--- config.mk ---
export PLATFORM = sky130hd
export DESIGN_NAME = flash_page_seq
export DESIGN_NICKNAME = d
export VERILOG_FILES = /design/src/rtl/flash_page_seq_pkg.sv /design/src/rtl/flash_page_seq_dp.sv /design/src/rtl/flash_page_seq_ctrl.sv /design/src/rtl/flash_page_seq.sv
export SDC_FILE = /design/constraint.sdc
export NUM_CORES = 1
export LEC_CHECK = 0
export CORE_ASPECT_RATIO = 0.6
export CORE_MARGIN = 10
export CORE_UTILIZATION = 57
export CTS_CLUSTER_SIZE = 30
export DETAILED_ROUTE_END_ITERATION = 8
export GPL_TIMING_DRIVEN = 1
export PLACE_DENSITY_LB_ADDON = 0.12
export SYNTH_ARGS = -nofsm -noshare
export SYNTH_HDL_FRONTEND = slang
export SYNTH_SLANG_ARGS = --single-unit
--- constraint.sdc ---
create_clock -name clk -period 3 [get_ports clk]
set_clock_uncertainty 0.15 [all_clocks]
set_input_delay 0.3 -clock clk [delete_from_list [all_inputs] [get_ports clk]]
set_output_delay 0.3 -clock clk [all_outputs]
set_load 0.005 [all_outputs]
--- src/rtl/flash_page_seq_pkg.sv ---
package flash_page_seq_pkg;

  typedef enum logic [2:0] {
    STEP_ERASE = 3'd0,
    STEP_PGCMD = 3'd1,
    STEP_ADDR  = 3'd2,
    STEP_DLO   = 3'd3,
    STEP_DHI   = 3'd4,
    STEP_LATCH = 3'd5,
    STEP_WRITE = 3'd6
  } stepKind_e;

  typedef enum logic [1:0] {
    PH_IDLE  = 2'd0,
    PH_SETUP = 2'd1,
    PH_PULSE = 2'd2,
    PH_HOLD  = 2'd3
  } phase_e;

  typedef struct packed {
    logic      startStep;
    stepKind_e stepKind;
    logic      capWord;
    logic      clrIdx;
    logic      incIdx;
  } ctrlStrobes_t;

  localparam logic [1:0] MODE_ADDR = 2'b00;
  localparam logic [1:0] MODE_DATA = 2'b01;
  localparam logic [1:0] MODE_CMD  = 2'b10;
  localparam logic [7:0] CMD_ERASE = 8'h80;
  localparam logic [7:0] CMD_WRFLASH = 8'h10;

endpackage

--- src/rtl/flash_page_seq_dp.sv ---
module flash_page_seq_dp
  import flash_page_seq_pkg::*;
#(
  parameter int PAGE_WORDS = 8,
  parameter int STROBE_W   = 3,
  parameter int IDX_W      = $clog2(PAGE_WORDS),
  parameter int SEL_W      = 8 - IDX_W
) (
  input  logic             clk,
  input  logic             rstN,
  input  ctrlStrobes_t     ctl,
  input  logic [SEL_W-1:0] pageSel,
  input  logic [15:0]      wordData,
  output logic             phaseIdle,
  output logic             stepDone,
  output logic             lastWord,
  output logic [1:0]       progMode,
  output logic             byteSel,
  output logic [7:0]       pinData,
  output logic             ldStrobe,
  output logic             latchStrobe,
  output logic             wrStrobeN
);

  localparam int CNT_W = (STROBE_W > 1) ? $clog2(STROBE_W) : 1;
  localparam logic [CNT_W-1:0] CNT_LAST = CNT_W'(STROBE_W - 1);
  localparam logic [IDX_W-1:0] IDX_LAST = IDX_W'(PAGE_WORDS - 1);

  phase_e           phase;
  stepKind_e        kindReg;
  logic [CNT_W-1:0] pulseCnt;
  logic [15:0]      wordReg;
  logic [IDX_W-1:0] wordIdx;

  logic [1:0] nextMode;
  logic       nextBs;
  logic [7:0] nextData;

  assign phaseIdle = (phase == PH_IDLE);
  assign stepDone  = (phase == PH_HOLD);
  assign lastWord  = (wordIdx == IDX_LAST);

  always_comb begin
    nextMode = progMode;
    nextBs   = byteSel;
    nextData = pinData;
    unique case (ctl.stepKind)
      STEP_ERASE: begin nextMode = MODE_CMD;  nextBs = 1'b0; nextData = CMD_ERASE; end
      STEP_PGCMD: begin nextMode = MODE_CMD;  nextBs = 1'b0; nextData = CMD_WRFLASH; end
      STEP_ADDR:  begin nextMode = MODE_ADDR; nextBs = 1'b0; nextData = {pageSel, wordIdx}; end
      STEP_DLO:   begin nextMode = MODE_DATA; nextBs = 1'b0; nextData = wordReg[7:0]; end
      STEP_DHI:   begin nextMode = MODE_DATA; nextBs = 1'b1; nextData = wordReg[15:8]; end
      STEP_LATCH: begin nextMode = MODE_DATA; nextBs = 1'b1; nextData = wordReg[15:8]; end
      default:    ;
    endcase
  end

  always_ff @(posedge clk) begin
    if (!rstN) begin
      wordReg <= '0;
      wordIdx <= '0;
    end else begin
      if (ctl.capWord) wordReg <= wordData;
      if (ctl.clrIdx) wordIdx <= '0;
      else if (ctl.incIdx) wordIdx <= wordIdx + 1'b1;
    end
  end

  always_ff @(posedge clk) begin
    if (!rstN) begin
      phase       <= PH_IDLE;
      kindReg     <= STEP_ERASE;
      pulseCnt    <= '0;
      progMode    <= MODE_ADDR;
      byteSel     <= 1'b0;
      pinData     <= '0;
      ldStrobe    <= 1'b0;
      latchStrobe <= 1'b0;
      wrStrobeN   <= 1'b1;
    end else begin
      unique case (phase)
        PH_IDLE: begin
          if (ctl.startStep) begin
            kindReg  <= ctl.stepKind;
            progMode <= nextMode;
            byteSel  <= nextBs;
            pinData  <= nextData;
            phase    <= PH_SETUP;
          end
        end
        PH_SETUP: begin
          pulseCnt <= '0;
          phase    <= PH_PULSE;
          if (kindReg == STEP_WRITE)      wrStrobeN   <= 1'b0;
          else if (kindReg == STEP_LATCH) latchStrobe <= 1'b1;
          else                            ldStrobe    <= 1'b1;
        end
        PH_PULSE: begin
          if (pulseCnt == CNT_LAST) begin
            ldStrobe    <= 1'b0;
            latchStrobe <= 1'b0;
            wrStrobeN   <= 1'b1;
            phase       <= PH_HOLD;
          end else begin
            pulseCnt <= pulseCnt + 1'b1;
          end
        end
        default: phase <= PH_IDLE;
      endcase
    end
  end


  setup_chk: assert property (@(posedge clk) disable iff (!rstN)
    ($rose(ldStrobe) || $rose(latchStrobe) || $fell(wrStrobeN)) |->
      $stable({progMode, byteSel, pinData}));


  active_chk: assert property (@(posedge clk) disable iff (!rstN)
    (ldStrobe || latchStrobe || !wrStrobeN) |-> $stable({progMode, byteSel, pinData}));


  hold_chk: assert property (@(posedge clk) disable iff (!rstN)
    ($fell(ldStrobe) || $fell(latchStrobe) || $rose(wrStrobeN)) |->
      $stable({progMode, byteSel, pinData}));


  one_strobe_chk: assert property (@(posedge clk) disable iff (!rstN)
    $onehot0({ldStrobe, latchStrobe, !wrStrobeN}));

endmodule

--- src/rtl/flash_page_seq_ctrl.sv ---
module flash_page_seq_ctrl
  import flash_page_seq_pkg::*;
(
  input  logic         clk,
  input  logic         rstN,
  input  logic         startReq,
  input  logic         wordValid,
  input  logic         rdyBsy,
  input  logic         phaseIdle,
  input  logic         stepDone,
  input  logic         lastWord,
  output ctrlStrobes_t ctl,
  output logic         wordReady,
  output logic         seqBusy,
  output logic         seqDone
);

  typedef enum logic [3:0] {
    S_IDLE, S_ER_CMD, S_ER_WR, S_ER_WAIT, S_PG_CMD, S_WORD_WAIT,
    S_ADDR, S_DLO, S_DHI, S_LATCH, S_PG_WR, S_PG_WAIT
  } state_e;

  state_e state;
  logic   stepState;

  assign wordReady = (state == S_WORD_WAIT);
  assign seqBusy   = (state != S_IDLE);

  always_comb begin
    stepState    = 1'b1;
    ctl.stepKind = STEP_ERASE;
    unique case (state)
      S_ER_CMD: ctl.stepKind = STEP_ERASE;
      S_ER_WR:  ctl.stepKind = STEP_WRITE;
      S_PG_CMD: ctl.stepKind = STEP_PGCMD;
      S_ADDR:   ctl.stepKind = STEP_ADDR;
      S_DLO:    ctl.stepKind = STEP_DLO;
      S_DHI:    ctl.stepKind = STEP_DHI;
      S_LATCH:  ctl.stepKind = STEP_LATCH;
      S_PG_WR:  ctl.stepKind = STEP_WRITE;
      default:  stepState = 1'b0;
    endcase
    ctl.startStep = stepState && phaseIdle;
    ctl.capWord   = wordReady && wordValid;
    ctl.clrIdx    = (state == S_IDLE) && startReq;
    ctl.incIdx    = (state == S_LATCH) && stepDone && !lastWord;
  end

  always_ff @(posedge clk) begin
    if (!rstN) begin
      state   <= S_IDLE;
      seqDone <= 1'b0;
    end else begin
      unique case (state)
        S_IDLE:      if (startReq) begin state <= S_ER_CMD; seqDone <= 1'b0; end
        S_ER_CMD:    if (stepDone) state <= S_ER_WR;
        S_ER_WR:     if (stepDone) state <= S_ER_WAIT;
        S_ER_WAIT:   if (rdyBsy) state <= S_PG_CMD;
        S_PG_CMD:    if (stepDone) state <= S_WORD_WAIT;
        S_WORD_WAIT: if (wordValid) state <= S_ADDR;
        S_ADDR:      if (stepDone) state <= S_DLO;
        S_DLO:       if (stepDone) state <= S_DHI;
        S_DHI:       if (stepDone) state <= S_LATCH;
        S_LATCH:     if (stepDone) state <= lastWord ? S_PG_WR : S_WORD_WAIT;
        S_PG_WR:     if (stepDone) state <= S_PG_WAIT;
        S_PG_WAIT:   if (rdyBsy) begin state <= S_IDLE; seqDone <= 1'b1; end
        default:     state <= S_IDLE;
      endcase
    end
  end


  ready_idle_chk: assert property (@(posedge clk) disable iff (!rstN)
    wordReady |-> phaseIdle);


  one_word_chk: assert property (@(posedge clk) disable iff (!rstN)
    (wordValid && wordReady) |=> !wordReady);


  done_rdy_chk: assert property (@(posedge clk) disable iff (!rstN)
    $rose(seqDone) |-> $past(rdyBsy));


  done_idle_chk: assert property (@(posedge clk) disable iff (!rstN)
    seqDone |-> !seqBusy);

endmodule

--- src/rtl/flash_page_seq.sv ---
module flash_page_seq
  import flash_page_seq_pkg::*;
#(
  parameter int PAGE_WORDS = 8,
  parameter int STROBE_W   = 3,
  localparam int IDX_W     = $clog2(PAGE_WORDS),
  localparam int SEL_W     = 8 - IDX_W
) (
  input  logic             clk,
  input  logic             rstN,
  input  logic             startReq,
  input  logic [SEL_W-1:0] pageSel,
  input  logic             wordValid,
  input  logic [15:0]      wordData,
  output logic             wordReady,
  input  logic             rdyBsy,
  output logic [1:0]       progMode,
  output logic             byteSel,
  output logic [7:0]       pinData,
  output logic             ldStrobe,
  output logic             latchStrobe,
  output logic             wrStrobeN,
  output logic             seqBusy,
  output logic             seqDone
);

  ctrlStrobes_t ctl;
  logic phaseIdle, stepDone, lastWord;

  flash_page_seq_ctrl ctrl_i (
    .clk(clk), .rstN(rstN), .startReq(startReq), .wordValid(wordValid),
    .rdyBsy(rdyBsy), .phaseIdle(phaseIdle), .stepDone(stepDone),
    .lastWord(lastWord), .ctl(ctl), .wordReady(wordReady),
    .seqBusy(seqBusy), .seqDone(seqDone)
  );

  flash_page_seq_dp #(
    .PAGE_WORDS(PAGE_WORDS), .STROBE_W(STROBE_W), .IDX_W(IDX_W), .SEL_W(SEL_W)
  ) dp_i (
    .clk(clk), .rstN(rstN), .ctl(ctl), .pageSel(pageSel), .wordData(wordData),
    .phaseIdle(phaseIdle), .stepDone(stepDone), .lastWord(lastWord),
    .progMode(progMode), .byteSel(byteSel), .pinData(pinData),
    .ldStrobe(ldStrobe), .latchStrobe(latchStrobe), .wrStrobeN(wrStrobeN)
  );


  load_ready_chk: assert property (@(posedge clk) disable iff (!rstN)
    (seqBusy && !rdyBsy && !wrStrobeN) |=> !ldStrobe);

endmodule

==> impl_metrics.tcl <==
set metrics [dict create \
    status "complete, no violations" \
    cts_sinks 45 \
    synth-edff-count 0 \
    ys_async_sr_fraction_pct 0 \
    timing_hold_violations_final 0 \
    syn_to_final_growth_pct 21.4 \
    cts_made_buffers 5 \
    synthDistinctLibCells 47 \
    io_buffers 42 \
    drt_iter0_markers 164 \
    netlist_area_um2 2430 \
    synth_area_leader_cell "dfxtp_1" \
    vias 2170 \
    worstSetupPathType "reg2out" \
    mostFrequentLayoutCells "dfxtp_1 (45), clkdlybuf4s50_1 (42), nand2_1 (37)" \
    cp-end-kind "primary output" \
    grt_max_degree 29 \
    required_ns 2.55 \
    layout.nets 363 \
    grt_usage_pct 16.0 \
    die_w_um 104 \
    p_leak_nw 1.00 \
    dieArea_um2 7370 \
    n_fill_cell 331 \
    crit_path_top_delay_cell "or4_1" \
    start_util_pct 59.0 \
    rsz0062_at_grt "false" \
    fin_crit_sh_pct 83.3 \
    cp_data_arrival_time_ns 2.05 \
    timing.fmax_mhz 400 \
    drc_errors 0 \
    cts_max_path_buffers 2 \
    synth_top_cells_by_area "dfxtp_1 (37%), a21boi_0 (7.7%), nand2_1 (5.7%)" \
    cap_violations 0 \
    core.rowCount 18 \
    grt_overflow 0 \
    antenna_cells 0 \
    peakVddDrop_uv 496 \
    path_delay_family "buffers and inverters" \
    drive_gt1_share_pct 6.36 \
    slowest_delay_ns 0.57 \
    relSlewSlack_pct 41.8 \
    cts_resized 0 \
    synth.top_cell.area_share_pct 37.0 \
    r2r_setup_slack_ns 0.56 \
    post_cts.repair.setup_buffers 0 \
    setup_viol 0 \
    cp_num_buf_inv 2 \
    worstSetupStartpointType "flop" \
    setup_tns_ns 0 \
    insertion_delay_ns 0.30 \
    syn-instance-count 294 \
    cts.reportedPaths.clkPinSlew_ns 0.08 \
    grt_pass1_vias 2032 \
    cellPowerDensity_nw_per_um2 649 \
    grt_pass1_wl_mm 9.91 \
    holdBufCountCts 0 \
    worstHoldPathType "reg2reg" \
    wl_mm 5.97 \
    ioPinCount 43 \
    cts_root_buf "clkbuf_8" \
    core_um2 4120 \
    synth_seq_cells 45 \
    dp_hpwl_mm 4.51 \
    avgRoutedWirePerCell_um 15.3 \
    cts_tree "built" \
    final_common_cell "dfxtp_1" \
    syn-num-nets 328 \
    yosys_warnings 0 \
    die_h_um 70.6 \
    fin_crit_ns 2.50 \
    htree_levels 2 \
    route.antenna.remaining_nets 0 \
    path_cells "buf_4, or4_1, clkdlybuf4s50_1" \
    drtPass1Iterations 4 \
    worst_pin_slew_ns 0.867 \
    yosysSeqAreaShare_pct 37.0 \
    p_total_mw 1.92 \
    cp_max_fo 12 \
    place.gp.congestion 0.907 \
    synth-main-ff-cell "dfxtp_1" \
    antenna_found_initial 0 \
    via_per_inst 5.56 \
    avgSynthCellArea_um2 8.28 \
    finalMaxSlewViolations 0 \
]
==> worst paths after layout <==
| kind | startpoint | end | cells past startpoint |
|---|---|---|---|
| worst max-delay path | ctrl_i.state[1] | seqBusy | 3 |
| worst min-delay path | dp_i.wordReg[5] | dp_i.wordReg[5] | 2 |
| worst max register to register | ctrl_i.state[2] | dp_i.progMode[1] | 5 |
| worst min register to register | dp_i.wordReg[5] | dp_i.wordReg[5] | 2 |
==> layout make-up <==
cell class / instances / area, µm² / area share [%]
clock inverters: 1 / 7.51 / 0.254
multi-input cells: 218 / 1380 / 46.7
inverters: 9 / 33.8 / 1.14
repair buffers: 50 / 480 / 16.3
flip-flops and latches: 45 / 901 / 30.5
clock buffers: 7 / 76.3 / 2.58
well taps: 60 / 75.1 / 2.54
==> per-stage QoR <==
stage          utilization, %  worst slack, ns  area, µm²  hold WS, ns  cells
6_report                 71.7            0.500       2950        0.316    390
3_3_place_gp             69.6            0.708       2870        0.299    382
5_1_grt                  71.7            0.319       2950        0.348    390
2_1_floorplan               -             1.12       2430        0.293    294
3_5_place_dp             69.6            0.634       2870        0.307    382
4_1_cts                  71.7            0.505       2950        0.318    390
==> sequential cells by signal (all words and copies together) (netlist names) <==
register	flops
dp_i.wordReg	16
dp_i.progMode	2
dp_i.pinData	8
ctrl_i.state	4
dp_i.phase	2
dp_i.byteSel	1
ctrl_i.seqDone	1
dp_i.latchStrobe	1
dp_i.pulseCnt	2
dp_i.wordIdx	3
dp_i.wrStrobeN	1
dp_i.ldStrobe	1
dp_i.kindReg	3
==> power by group <==
group / leakage (nW) / internal, mW / switching (mW)
sequential: 0.364 / 0.662 / 0.0910
combinational: 0.602 / 0.377 / 0.421
clock: 0.0385 / 0.165 / 0.201
total: 1.00 / 1.20 / 0.713
==> routing by layer <==
metal / global-route usage (%) / vias up / part of all wire (%)
met4: 3.99 / 0 / 0.80
met1: 22.8 / 999 / 50
met3: 6.15 / 5 / 8.5
met5: 0 / - / 0
li1: - / 1100 / -
met2: 21.8 / 66 / 41
==> cells by family after synthesis <==
logic type,synth area share (%)
muxes,2.93
adders and majority gates,4.11
and+or+nand+nor,22.9
DFF,37.0
buffers and inverters,6.27
AOI/OAI and AO/OA,25.7
xor gates and xnor gates,1.08
==> tightest hold or removal path, delay by kind of cell, from the launching register on <==
family           cells  cell delay (ns)
flip-flops           1             0.31
AO/OA/AOI/OAI        1             0.06
AND/OR/NAND/NOR      1             0.05
==> synth_stat cells, types with 2 or more instances <==
master,count
buf_6,3
buf_4,2
ha_1,8
a21oi_1,14
nand3b_1,2
nand2_1,37
nor2b_1,10
a22o_1,2
a21boi_0,25
dfxtp_1,45
a31oi_1,2
o21ai_1,2
o2bb2ai_1,2
nor3_1,3
and3_1,2
a21o_1,8
a22oi_1,8
clkbuf_1,11
inv_1,9
nand3_1,20
a211oi_1,2
and2_1,4
nor2_1,16
xnor2_1,3
mux2i_1,6
buf_2,5
o21ai_0,18
nand2b_1,6
(Power assumes the default switching activity.)
